**src/rtl/hte_pkg.sv**
```systemverilog
package hte_pkg;
  localparam int FINE_W = 22;
  localparam int TIME_W = 40;
  localparam int HI_W   = TIME_W - FINE_W;

  // Upper time bits come from the coarse register, the lower from the fine field.
  function automatic logic [TIME_W-1:0] join_time(input logic [HI_W-1:0] coarse_hi,
                                                  input logic [FINE_W-1:0] fine);
    return {coarse_hi, fine};
  endfunction
endpackage

```
**src/rtl/hte_ts_tracker.sv**
```systemverilog
module hte_ts_tracker
  import hte_pkg::*;
#(
  parameter int OVERLAP_W = 2
) (
  input  logic              clk,
  input  logic              rst,
  input  logic              in_valid,
  input  logic              in_is_ts,
  input  logic [FINE_W-1:0] in_word,
  output logic              hit_evt,
  output logic              ts_seen,
  output logic [TIME_W-1:0] hit_time
);
  localparam int CO_W = HI_W + OVERLAP_W;

  logic [HI_W-1:0] coarse_hi;
  logic            ts_evt;

  assign ts_evt   = in_valid && in_is_ts;
  assign hit_evt  = in_valid && !in_is_ts && ts_seen;
  assign hit_time = join_time(coarse_hi, in_word);

  always_ff @(posedge clk) begin
    if (rst) begin
      coarse_hi <= '0;
      ts_seen   <= 1'b0;
    end else if (ts_evt) begin
      coarse_hi <= in_word[CO_W-1:OVERLAP_W];
      ts_seen   <= 1'b1;
    end
  end

  AST_TS_HOLD: assert property (@(posedge clk) disable iff (rst)
    !(in_valid && in_is_ts) |=> $stable(coarse_hi));
endmodule

```
**src/rtl/hte_fifo.sv**
```systemverilog
module hte_fifo #(
  parameter int W     = 40,
  parameter int DEPTH = 16
) (
  input  logic         clk,
  input  logic         rst,
  input  logic         wr_en,
  input  logic [W-1:0] wr_data,
  input  logic         rd_en,
  output logic [W-1:0] rd_data,
  output logic         empty,
  output logic         full,
  output logic [$clog2(DEPTH):0] count
);
  localparam int AW = $clog2(DEPTH);

  logic [W-1:0]  mem [DEPTH];
  logic [AW-1:0] wptr, rptr;

  assign empty   = (count == 0);
  assign full    = (count == DEPTH[AW:0]);
  assign rd_data = mem[rptr];

  always_ff @(posedge clk) begin
    if (wr_en) mem[wptr] <= wr_data;
  end

  always_ff @(posedge clk) begin
    if (rst) begin
      wptr  <= '0;
      rptr  <= '0;
      count <= '0;
    end else begin
      if (wr_en) wptr <= (wptr == AW'(DEPTH-1)) ? '0 : wptr + 1'b1;
      if (rd_en) rptr <= (rptr == AW'(DEPTH-1)) ? '0 : rptr + 1'b1;
      count <= count + (AW+1)'(wr_en) - (AW+1)'(rd_en);
    end
  end

  AST_NO_WRITE_FULL: assert property (@(posedge clk) disable iff (rst) !(wr_en && full));
  AST_NO_READ_EMPTY: assert property (@(posedge clk) disable iff (rst) rd_en |-> !empty);
endmodule

```
**src/rtl/hte_out_fsm.sv**
```systemverilog
module hte_out_fsm
  import hte_pkg::*;
(
  input  logic              clk,
  input  logic              rst,
  input  logic              out_enable,
  input  logic              q_empty,
  input  logic [TIME_W-1:0] q_data,
  output logic              pop,
  output logic              out_ready,
  output logic [TIME_W-1:0] out_data
);
  typedef enum logic {S_IDLE, S_SHOW} state_t;
  state_t state;

  assign pop       = (state == S_IDLE) && !q_empty && out_enable;
  assign out_ready = (state == S_SHOW);

  always_ff @(posedge clk) begin
    if (rst) begin
      state    <= S_IDLE;
      out_data <= '0;
    end else if (pop) begin
      state    <= S_SHOW;
      out_data <= q_data;
    end else begin
      state    <= S_IDLE;
    end
  end

  AST_READY_PULSE: assert property (@(posedge clk) disable iff (rst) out_ready |=> !out_ready);
  AST_DATA_HELD:   assert property (@(posedge clk) disable iff (rst) !pop |=> $stable(out_data));
endmodule

```
**src/rtl/hit_time_extender.sv**
```systemverilog
module hit_time_extender
  import hte_pkg::*;
#(
  parameter bit HIGH_THR  = 1'b0,
  parameter int OVERLAP_W = 2
) (
  input  logic              clk,
  input  logic              rst,
  input  logic              in_valid,
  input  logic              in_is_ts,
  input  logic [FINE_W-1:0] in_word,
  input  logic              out_enable,
  output logic              out_ready,
  output logic [TIME_W-1:0] out_data,
  output logic              out_empty,
  output logic              overflow
);
  localparam int DEPTH = HIGH_THR ? 8 : 16;
  localparam int CW    = $clog2(DEPTH) + 1;

  logic              hit_evt, ts_seen, q_full, q_empty, pop, push, drop;
  logic [TIME_W-1:0] hit_time, q_data;
  logic [CW-1:0]     q_count;

  hte_ts_tracker #(.OVERLAP_W(OVERLAP_W)) u_trk (
    .clk(clk), .rst(rst), .in_valid(in_valid), .in_is_ts(in_is_ts),
    .in_word(in_word), .hit_evt(hit_evt), .ts_seen(ts_seen), .hit_time(hit_time));

  assign push = hit_evt && !q_full;
  assign drop = hit_evt && q_full;

  hte_fifo #(.W(TIME_W), .DEPTH(DEPTH)) u_q (
    .clk(clk), .rst(rst), .wr_en(push), .wr_data(hit_time), .rd_en(pop),
    .rd_data(q_data), .empty(q_empty), .full(q_full), .count(q_count));

  hte_out_fsm u_out (
    .clk(clk), .rst(rst), .out_enable(out_enable), .q_empty(q_empty),
    .q_data(q_data), .pop(pop), .out_ready(out_ready), .out_data(out_data));

  always_ff @(posedge clk) begin
    if (rst)       overflow <= 1'b0;
    else if (drop) overflow <= 1'b1;
  end

  assign out_empty = q_empty;

  AST_OVF_STICKY:   assert property (@(posedge clk) disable iff (rst) overflow |=> overflow);
  AST_NO_EARLY_HIT: assert property (@(posedge clk) disable iff (rst)
    (q_count > $past(q_count)) |-> $past(ts_seen));
endmodule

```
**config.mk**
```make
export PLATFORM = sky130hd
export DESIGN_NAME = hit_time_extender
export DESIGN_NICKNAME = d
export VERILOG_FILES = /design/src/rtl/hte_pkg.sv /design/src/rtl/hte_ts_tracker.sv /design/src/rtl/hte_fifo.sv /design/src/rtl/hte_out_fsm.sv /design/src/rtl/hit_time_extender.sv
export SDC_FILE = /design/constraint.sdc
export NUM_CORES = 1
export LEC_CHECK = 0
export ABC_AREA = 1
export CAP_MARGIN = 20
export CORE_MARGIN = 4
export CORE_UTILIZATION = 30
export DETAILED_ROUTE_END_ITERATION = 10
export DONT_BUFFER_PORTS = 1
export GPL_TIMING_DRIVEN = 0
export PLACE_DENSITY = 0.42
export SYNTH_ARGS = -nofsm -noshare
export SYNTH_HDL_FRONTEND = slang
export SYNTH_SLANG_ARGS = --single-unit
```
**constraint.sdc**
```tcl
create_clock -name clk -period 4.6 [get_ports clk]
set_clock_uncertainty 0.2 [all_clocks]
set_input_delay 0.23 -clock clk [delete_from_list [all_inputs] [get_ports clk]]
set_output_delay 0.23 -clock clk [all_outputs]
set_load 0.05 [all_outputs]
```
# Yosys cells after proc, flatten, opt, wreduce, memory -nomap -nowiden
# Memories as Yosys holds them, arrays and structs flattened. A register that Yosys moved wholly into a read port is not among the register bits.
# Cells that the tools add are included.
totals:
  word_cells: 32
  mem_count: 1
  ramBits: 640
  ff_bits: 34
  output_inout_bits: 43
  inputBits: 27
classes:
  add_sub_neg: 4
  bitwise_logic: 1
  reduce_logical: 11
  n_mux: 5
  eq_ne: 3
mem_list:
  columns: ["name", "words", "width", "rd", "rd_clocked_by_memory_dff", "wr", "line_no", "source"]
  rows:
  - ["u_q.mem", 16, 40, 1, 1, 1, "hte_fifo.sv:17", "logic [W-1:0] mem [DEPTH];"]
op_table:
  columns: ["operator", "n"]
  rows:
  - ["$add A4 B1 Y4 const B", 2]
  - ["$eq A4 B4 Y1 const B", 2]
  - ["$mux W4", 2]
  - ["$logic_and A1 B1 Y1", 7]
  - ["$add A5 B1 Y5", 1]
  - ["$eq A5 B5 Y1 const B", 1]
  - ["$logic_not A5 Y1", 1]
  - ["$sub A5 B1 Y5", 1]
  - ["$logic_not A1 Y1", 3]
  - ["$mux W1", 3]
  - ["$not A1 Y1", 1]

# Depth between registers and ports, before layout
# Gate-level depths: netlist of run 1.
logic_depth:
  ltp_word: 6
  depth_mapped: 15
  ltp_nobuf: 13

# Modules after synthesis
# From an unflattened synthesis of run 1, not the netlist that was laid out.
hier_totals:
  cells_unflattened: 3115
  area_unflattened_um2: 31164.9
modules_own_cells:
  columns: ["mod", "area_each_um2", "cells_each", "seq_area_each_um2", "instances"]
  rows:
  - ["hte_fifo", 28302.1, 2701, 19558.8, 1]
  - ["hte_out_fsm", 1856.8, 267, 820.8, 1]
  - ["hte_ts_tracker", 962.2, 141, 380.4, 1]
  - ["hit_time_extender", 43.8, 6, 20.0, 1]

# Worst setup path after synthesis of run 1
# OpenSTA, ideal clock, no wires.
synth_timing:
  path_type: "reg2reg"
  start: "register u_q.count[2]"
  end: "memory u_q.mem[0][0], enable pin"
  setup_time_ns: 0.437
  n_path_buf: 0
  arrival_ns: 2.702
  synth_period_minus_slack_ns: 3.339
  path_stages_with_launch: 8
  setup_slack_ns: 1.261
  t_required_ns: 3.963
  path_cell_list: "dfxtp_1 -> inv_1 -> ha_1 -> nand3_1 -> nand2_1 -> clkinv_1 -> nand2_1 -> nor2_1"
synth_between:
  elab_chain_len: 5
synth_lines:
  columns: ["item", "line_no", "source"]
  rows:
  - ["from (decl)", "hte_fifo.sv:13", "output logic [$clog2(DEPTH):0] count"]
  - ["from (signal assigned)", "hte_fifo.sv:36", "count <= count + (AW+1)'(wr_en) - (AW+1)'(rd_en);"]
  - ["$eq A5 B5 Y1", "hte_fifo.sv:21", "assign full = (count == DEPTH[AW:0]);"]
  - ["$logic_not A1 Y1", "hit_time_extender.sv:29", "assign push = hit_evt && !q_full;"]
  - ["$logic_and A1 B1 Y1", "hit_time_extender.sv:29", null]
  - ["named net push", "hit_time_extender.sv:21", "logic hit_evt, ts_seen, q_full, q_empty, pop, push, drop;"]
  - ["$mux W1", "hte_fifo.sv:25", "if (wr_en) mem[wptr] <= wr_data;"]
  - ["$mux W1 (not written as such)", "hte_fifo.sv:25", null]
  - ["to (decl)", "hte_fifo.sv:17", null]
# The timed path passes the listed nets, and every way through them passes these cells.

# Final worst setup path of run 1
layout_timing:
  start: "register u_out.state, in the netlist u_out.out_ready"
  end: "register u_q.count[4]"
layout_between:
  elab_chain_len: 4
layout_lines:
  columns: ["item", "line_no", "source"]
  rows:
  - ["from (decl)", "hte_out_fsm.sv:14", "state_t state;"]
  - ["from (signal assigned)", "hte_out_fsm.sv:21", "state <= S_IDLE;"]
  - ["from (signal assigned)", "hte_out_fsm.sv:24", "state <= S_SHOW;"]
  - ["from (signal assigned)", "hte_out_fsm.sv:27", "state <= S_IDLE;"]
  - ["$not A1 Y1", "hte_out_fsm.sv:16", "assign pop = (state == S_IDLE) && !q_empty && out_enable;"]
  - ["$logic_and A1 B1 Y1 (2 in a row)", "hte_out_fsm.sv:16", null]
  - ["named net pop", "hit_time_extender.sv:21", null]
  - ["$sub A5 B1 Y5", "hte_fifo.sv:36", null]
# The timed path passes the listed nets, and every way through them passes these cells.
# A chain may end at the register's enable or synchronous reset.

==> results.txt, run 1 <==
The flow ran to the end, and the final reports show no timing, DRC or antenna violations. The sequential element share of the synthesized area came out at 69.8%. Setup repair after global routing left no endpoint under its margin. The routed design could run at a clock period as short as 3.34 ns.

The peak supply drop came out at 274 uV. The number of routed nets with antenna violations came out at 0. CTS built an H-tree with a depth of 3. The CTS tree is yes. The detailed placement HPWL came out at 61500 um. After clock tree synthesis, the clock-pin slew on the worst setup and hold paths is 0.06 ns. The critical path start-end classification is register to register. The total design power is 17.9 mW. Among all flip-flop cells after synthesis, the most frequent one is sky130_fd_sc_hd__edfxtp_1. The detailed router's first-iteration violation count came out at 1497. For this design the ratio of total power to cell area is 517 nW/um^2. The number of gates resized after cts is 0. The post-synthesis cell type count is 26. For the pin with the worst max-slew slack, the measured transition is 0.995 ns. The highest net fanout along the worst path is 10. The total setup violations reported at the end of the flow is 0. Buffers placed on the I/O ports in this run total 0.

The average cell area after synthesis is 10.6 um^2. The synthesized design contains 714 register bits. The number of DRC violations after detailed routing came out at 0.

The final net count came out at 2962. In this run the static leakage power is 13.8 nW. The sort of element at the start of the critical path is a register. In this run the cell area of the synthesized design comes to 29600 um^2. The pin count of the biggest net entering global routing is 25.

At the worst endpoint, the required time is 4.90 ns. The async set-or-reset flop fraction in the synthesized netlist is 0%. The number of synthesized flops with an enable pin came out at 640.

The die area is 104000 um^2. The type of the tightest min-delay check is input port to register. The worst relative slew slack came out at 33.5%. The total global-route track usage is 18.0%. The total overflow left after global routing is 0. The share of the clock period used by the worst path came out at 72.5%. The max-slew violation total from the final report came to 0.

The endpoint arrival time on the critical path came out at 3.63 ns. The net count after synthesis is 2832. The wire length of the first global-routing pass came out at 135000 um.

The number of buffers between clock root and the deepest sink came out at 3. During synthesis, Yosys emitted a total of 0 warnings. The worst setup path is captured at a register. The post-route netlist has 8.68% of its cells at a drive strength greater than 1. The final worst slack came out at 1.26 ns. The number of clock sinks came out at 714. The maximum frequency from static timing analysis came out at 300 MHz. The number of global-route vias before repair came to 19300. The clock latency at the later pin of the worst-skew pair is 0.61 ns. The clock root buffer is sky130_fd_sc_hd__clkbuf_16.

The total I/O pin count came out at 70. After clock tree synthesis, the setup repair step added 0 buffers. The number of standard cells after synthesis is 2793. The final estimated routing congestion in global placement came out at 0.768. The total length of routed wires is 93300 um. Buffers inserted during clock tree synthesis total 77. The number of antenna violations at the first check in global routing came out at 3. The floorplan step set the die width to 322 um. Detailed routing inserted a total of 19500 vias. After floorplanning, the core was divided into 115 placement rows.

The initial utilization of the core area, before any placement, comes to 30.2%. The hold buffer count at CTS came out at 27. From synthesis to final layout, the design area changed by 16.8%.

The number of filler cells placed in the layout came out at 9699. The total core area is 98300 um^2. The die height is 322 um. The number of search-and-repair iterations in the first detailed-routing pass is 5. The per-cell routed wire length is 21.8 um. In the routed layout, each cell is associated on average with a via count of 4.57. The post-placement worst setup slack is 1.25 ns.

The number of endpoints with negative hold slack in the final report came out at 0. The number of maximum-capacitance violations came out at 0.
[final timing paths]
path / from / end / slack, ns / cells past startpoint
worst max-delay path: u_out.out_ready$_SDFF_PP0_ / u_q.count[4]$_SDFF_PP0_ / 1.26 / 13
worst min-delay path: in_is_ts / overflow$_SDFFE_PP0P_ / 0.22 / 4
worst min register to register: u_trk.ts_seen$_SDFFE_PP0P_ / u_trk.ts_seen$_SDFFE_PP0P_ / 0.27 / 2
worst max register to register: u_out.out_ready$_SDFF_PP0_ / u_q.count[4]$_SDFF_PP0_ / 1.26 / 13
[where the power goes]
part           switching, mW  internal, mW
combinational           2.79          1.07
sequential             0.669          7.25
clock                   2.52          3.58
[cell usage in the layout, fill, tap and decap left out, types with 2 or more instances in the layout]
cell,synthesis,layout
sky130_fd_sc_hd__xor2_1,2,2
sky130_fd_sc_hd__ha_1,11,11
sky130_fd_sc_hd__nand2_1,781,781
sky130_fd_sc_hd__clkinv_1,4,12
sky130_fd_sc_hd__clkbuf_8,0,5
sky130_fd_sc_hd__nor2_1,106,90
sky130_fd_sc_hd__clkbuf_1,31,55
sky130_fd_sc_hd__nand3_1,447,447
sky130_fd_sc_hd__nor2_4,0,16
sky130_fd_sc_hd__edfxtp_1,640,640
sky130_fd_sc_hd__dfxtp_1,74,74
sky130_fd_sc_hd__clkinv_2,1,18
sky130_fd_sc_hd__buf_4,7,7
sky130_fd_sc_hd__a21oi_1,90,90
sky130_fd_sc_hd__buf_6,14,14
sky130_fd_sc_hd__bufinv_16,0,5
sky130_fd_sc_hd__diode_2,0,2
sky130_fd_sc_hd__clkbuf_16,0,81
sky130_fd_sc_hd__buf_2,85,85
sky130_fd_sc_hd__dlygate4sd3_1,0,27
sky130_fd_sc_hd__nor3_1,2,2
sky130_fd_sc_hd__o21ai_0,61,61
sky130_fd_sc_hd__buf_1,9,9
sky130_fd_sc_hd__xnor2_1,2,2
sky130_fd_sc_hd__buf_16,0,6
sky130_fd_sc_hd__buf_12,0,18
sky130_fd_sc_hd__o21ai_1,3,3
sky130_fd_sc_hd__inv_1,417,417
[state kept, by name, indices dropped and copies added, names as in the netlist]
name and flops:
u_trk.coarse_hi 18, u_out.out_data 40, u_q.rptr 4, u_trk.ts_seen 1, u_q.count 5, u_out.out_ready 1
u_q.wptr 4, u_q.mem 640, overflow 1
[worst max-delay path, stage by stage, from the launching register on]
cell and delay, ns:
sky130_fd_sc_hd__dfxtp_1 0.64, sky130_fd_sc_hd__nor2_1 0.12, sky130_fd_sc_hd__nand2_2 0.25, sky130_fd_sc_hd__inv_2 0.12, sky130_fd_sc_hd__buf_6 0.18, sky130_fd_sc_hd__buf_2 0.23, sky130_fd_sc_hd__ha_1 0.31, sky130_fd_sc_hd__inv_1 0.04
sky130_fd_sc_hd__ha_1 0.21, sky130_fd_sc_hd__fa_1 0.44, sky130_fd_sc_hd__a21oi_1 0.17, sky130_fd_sc_hd__o21bai_1 0.09, sky130_fd_sc_hd__o21ai_0 0.15, sky130_fd_sc_hd__a21oi_1 0.05
[routing by layer]
layer / GRT usage (%) / share of wire (%) / vias to the layer above
met3: 2.44 / 4.0 / 120
met1: 22.7 / 43 / 9553
li1: - / - / 9442
met2: 31.8 / 50 / 430
met5: 0 / 0 / -
met4: 5.85 / 2.8 / 0
[per-stage QoR]
| step | std cells | area [um^2] | TNS, ns | util, % | hold WS (ns) |
|---|---|---|---|---|---|
| floorplan | 2793 | 29600 | 0 | - | 0.129 |
| global placement | 4080 | 31300 | -594.99 | 31.8 | 0.130 |
| detailed placement | 4104 | 31900 | 0 | 32.5 | 0.131 |
| CTS | 4272 | 34600 | 0 | 35.2 | 0.174 |
| global route | 4274 | 34600 | 0 | 35.2 | 0.284 |
| finish | 4274 | 34600 | 0 | 35.2 | 0.224 |
[synth_stat cells (2+ instances only)]
master | instances | area (um^2)
sky130_fd_sc_hd__nor3_1 | 2 | 10.0
sky130_fd_sc_hd__nand3_1 | 447 | 2240
sky130_fd_sc_hd__buf_1 | 9 | 33.8
sky130_fd_sc_hd__inv_1 | 417 | 1570
sky130_fd_sc_hd__dfxtp_1 | 74 | 1480
sky130_fd_sc_hd__ha_1 | 11 | 138
sky130_fd_sc_hd__buf_6 | 14 | 158
sky130_fd_sc_hd__a21oi_1 | 90 | 450
sky130_fd_sc_hd__clkbuf_1 | 31 | 116
sky130_fd_sc_hd__edfxtp_1 | 640 | 19200
sky130_fd_sc_hd__xnor2_1 | 2 | 17.5
sky130_fd_sc_hd__o21ai_0 | 61 | 305
sky130_fd_sc_hd__nand2_1 | 781 | 2930
sky130_fd_sc_hd__buf_4 | 7 | 52.6
sky130_fd_sc_hd__clkinv_1 | 4 | 15.0
sky130_fd_sc_hd__o21ai_1 | 3 | 15.0
sky130_fd_sc_hd__buf_2 | 85 | 425
sky130_fd_sc_hd__xor2_1 | 2 | 17.5
sky130_fd_sc_hd__nor2_1 | 106 | 398
[cell families (layout without fill, tap and decap cells)]
kind of cell,after synthesis,in the layout,share of synthesized area (%)
buf+inv,570,762,8.03
xor+xnor,4,4,0.118
fa+ha+maj,12,12,0.532
flops,714,714,69.8
other cells,0,2,0
simple gates,1337,1337,18.8
compound gates,156,156,2.65
[cell type report]
| cell class | instances | area [um^2] | area share [%] |
|---|---|---|---|
| timing repair buffer | 51 | 796 | 2.30 |
| clock inverter | 31 | 273 | 0.788 |
| buffer | 146 | 786 | 2.27 |
| multi-input combinational | 1509 | 6680 | 19.3 |
| sequential | 714 | 20700 | 59.8 |
| clock buffer | 110 | 2190 | 6.31 |
| antenna | 2 | 5.00 | 0.0145 |
| inverter | 424 | 1600 | 4.61 |
| tap | 1287 | 1610 | 4.65 |
Note: power is estimated with default switching activity, not from simulation.
==> run 2: changes to the inputs <==
==> constraint.sdc (replaced) <==
create_clock -name clk -period 3.3 [get_ports clk]
set_clock_uncertainty 0.2 [all_clocks]
set_input_delay 0.165 -clock clk [delete_from_list [all_inputs] [get_ports clk]]
set_output_delay 0.165 -clock clk [all_outputs]
set_load 0.05 [all_outputs]
==> run 2 against run 1 <==
- clock power grew 35%
- highest routed layer unchanged
- combinational power grew 39%
- worst hold slack lost 0.17 ns
- critical path depth shrank 5
- register-to-register slack lost 1.0 ns
- non-clock buffer count shrank 4
- critical endpoint is now u_q.mem[12][13]$_DFFE_PP_
- critical path type unchanged
- final area shrank 0.57%
==> results.txt, run 2 (synthesized netlist as in run 1, its figures left out) <==
The flow ran to the end, and the final reports show no timing, DRC or antenna violations. The clock period minus worst slack came to 3.06 ns (-0.276 ns). In the final layout, the registers with the most flip-flops are u_q.mem (640), u_out.out_data (40), u_trk.coarse_hi (18). TritonCTS built the clock tree. The type of the tightest min-delay check is input port to register.

The slowest stage of the critical path belongs to the cell sky130_fd_sc_hd__nor2_4. The peak per-stage delay on the critical path came to 0.84 ns (+0.20 ns). The total global-route track usage came out at 17.9% (-0.053 points). The highest net fanout along the worst path came to 22 (+12).

The clock-pin slew on the worst setup and hold paths is 0.06 ns (about the same). The number of standard-cell rows in the floorplan came out at 115 (unchanged). The cell that appears most often on the critical path is sky130_fd_sc_hd__nand2_1. The sort of element at the start of the critical path is a register. The total number of H-tree levels is 3 (unchanged).

The worst relative slew slack is 33.7% (+0.21 points). The total design power is 24.7 mW (+38%). The die height came out at 322 um (unchanged). The detailed router's first-iteration violation count is 1464 (-2.2%).

The per-cell routed wire length was 21.8 um (about the same). The number of flip-flops under the largest register name came out at 640 (unchanged). The required time of the worst setup path came out at 3.41 ns (-1.49 ns). The area growth from synthesis to layout came out at 16.2%. The power per cell area is 716 nW/um^2 (+39%).

The setup TNS after final layout came out at 0 ns (unchanged). The area of combinational cells with multiple inputs came out at 6680 um^2 (unchanged). The via-per-instance ratio is 4.61 (+0.76%).

The peak supply drop came out at 399 uV (+46%). The type of element capturing the critical path is a register. The leakage dissipation is 13.7 nW (-0.80%).

The cell area after layout is 34400 um^2 (-0.57%). The endpoint arrival time on the critical path came out at 3.17 ns (-0.46 ns). The number of maximum-capacitance violations is 0 (unchanged).

The number of routed nets with antenna violations is 0 (unchanged). The number of antenna diodes is 0 (-2). The die area is 104000 um^2 (unchanged). The total setup violations reported at the end of the flow is 0 (unchanged). The clock latency at the later pin of the worst-skew pair was 0.61 ns (about the same).

The number of search-and-repair iterations in the first detailed-routing pass came out at 7 (+2). The maximum frequency from static timing analysis is 327 MHz (+9.0%). The share of the clock period used by the worst path is 92.7% (+20 points). The total core area is 98300 um^2 (unchanged).

The setup slack on the worst flop-to-flop path is 0.24 ns (-1.02 ns). The floorplan die width was 322 um (unchanged). The final cell count without fillers came to 4268 (-0.14%). The final net count came out at 2959 (-0.10%). The sum of overflow across all layers after global routing came to 0 (unchanged). The slew at the pin closest to its max-slew limit is 0.993 ns (-0.00220 ns). The max-slew violation total from the final report is 0 (unchanged). Clock tree synthesis selected as its root buffer the cell sky130_fd_sc_hd__clkbuf_16. The number of clock sinks is 714 (unchanged). The number of placed instances with taps included came out at 4100 (-0.097%). Setup repair after global routing left no endpoint under its margin. The total length of routed wires came out at 93100 um (-0.21%). The number of DRC violations after detailed routing is 0 (unchanged). The wire length of the first global-routing pass is 135000 um (about the same). The detailed placement HPWL was 61200 um (-0.38%).

The TritonCTS buffer count was 78 (+1.3%). The cell area reported after detailed placement is 31800 um^2 (-0.32%). The setup path with the least slack is of type register to register. The number of antenna violations at the first check in global routing was 4 (+1). The area occupied by registers was 20700 um^2 (about the same). Traced cell by cell, the critical path runs through inv_1, ha_1, nand3_1, nand2_1, clkinv_1, nand2_1, nor2_4, buf_16. The register with the most flip-flops in the final layout is u_q.mem. The number of input and output port buffers inserted came out at 0 (unchanged). The number of global-route vias before repair came to 19600 (+1.5%). The effective utilization at floorplan is 30.2% (unchanged). The post-CTS setup buffer count came out at 0 (unchanged).

The number of filler cells placed in the layout was 9659 (-0.41%). The fraction of layout cells with a size suffix above 1 is 8.08% (-0.59 points). The final standard cell utilization of the core is 35.0% (-0.20 points). The total I/O pin count is 70 (unchanged). The top cell types in the final layout, fill and taps aside, are sky130_fd_sc_hd__nand2_1 (781), sky130_fd_sc_hd__edfxtp_1 (640), sky130_fd_sc_hd__nand3_1 (447).

Leaving out fill and tap cells, the most frequent cell in the layout is sky130_fd_sc_hd__nand2_1. The final estimated routing congestion in global placement was 0.782 (+1.8%). The number of buffers between clock root and the deepest sink came to 3 (unchanged). The total via count after detailed routing is 19700 (+0.62%). The pin count of the biggest net entering global routing came to 24 (-4.0%).

The number of endpoints with negative hold slack in the final report came to 0 (unchanged).
[run 2: final timing paths]
| path | start | end | cells after the start |
|---|---|---|---|
| max | u_q.count[2]$_SDFF_PP0_ | u_q.mem[12][13]$_DFFE_PP_ | 8 |
| min | in_valid | u_trk.coarse_hi[7]$_SDFFE_PP0P_ | 4 |
| max reg2reg | u_q.count[2]$_SDFF_PP0_ | u_q.mem[12][13]$_DFFE_PP_ | 8 |
| min reg2reg | u_trk.ts_seen$_SDFFE_PP0P_ | u_trk.ts_seen$_SDFFE_PP0P_ | 2 |
[run 2: stage by stage]
| step | setup slack, ns | hold slack, ns |
|---|---|---|
| final | 0.240 | 0.0545 |
| after detailed placement | 0.0274 | 0.0650 |
| after CTS | 0.0238 | 0.0168 |
| after global placement | -2.53 | 0.0651 |
| after global routing | 0.0722 | 0.0744 |
| after floorplan | -0.0389 | 0.0639 |
[run 2: cell type report]
type	count	area share, %
sequential	714	60.1
multi-input combinational	1509	19.4
clock buffer	116	6.23
tap	1287	4.68
inverter	424	4.63
buffer	145	2.27
timing repair buffer	48	2.04
clock inverter	25	0.629
[run 2: layer usage]
layer	part of all wire (%)	track usage (%)	routed length, um
met1	42	22.7	39400
met3	4.1	2.33	3820
met2	51	31.9	47200
met4	2.9	5.49	2690
met5	0	0	0
[run 2: what timing repair did]
| action | 4_1_cts | 5_1_grt |
|---|---|---|
| gates resized for setup | 0 | 1 |
| hold buffers | 28 | 0 |
| endpoints found under the setup margin | 0 | 1 |
| endpoints found under the hold margin | 388 | 0 |
[run 2: power by group]
| part | internal (mW) | switching, mW | leakage [nW] |
|---|---|---|---|
| clock network | 4.80 | 3.45 | 1.14 |
| logic | 1.49 | 3.88 | 6.16 |
| registers | 10.1 | 0.935 | 6.42 |
| total | 16.4 | 8.27 | 13.7 |
[run 2: worst max-delay path: cells and delay by family, from the launching register on]
kind          cells  cell delay (ns)
flops             1             0.35
buf+inv           3             0.55
simple gates      4             1.43
fa+ha+maj         1             0.21
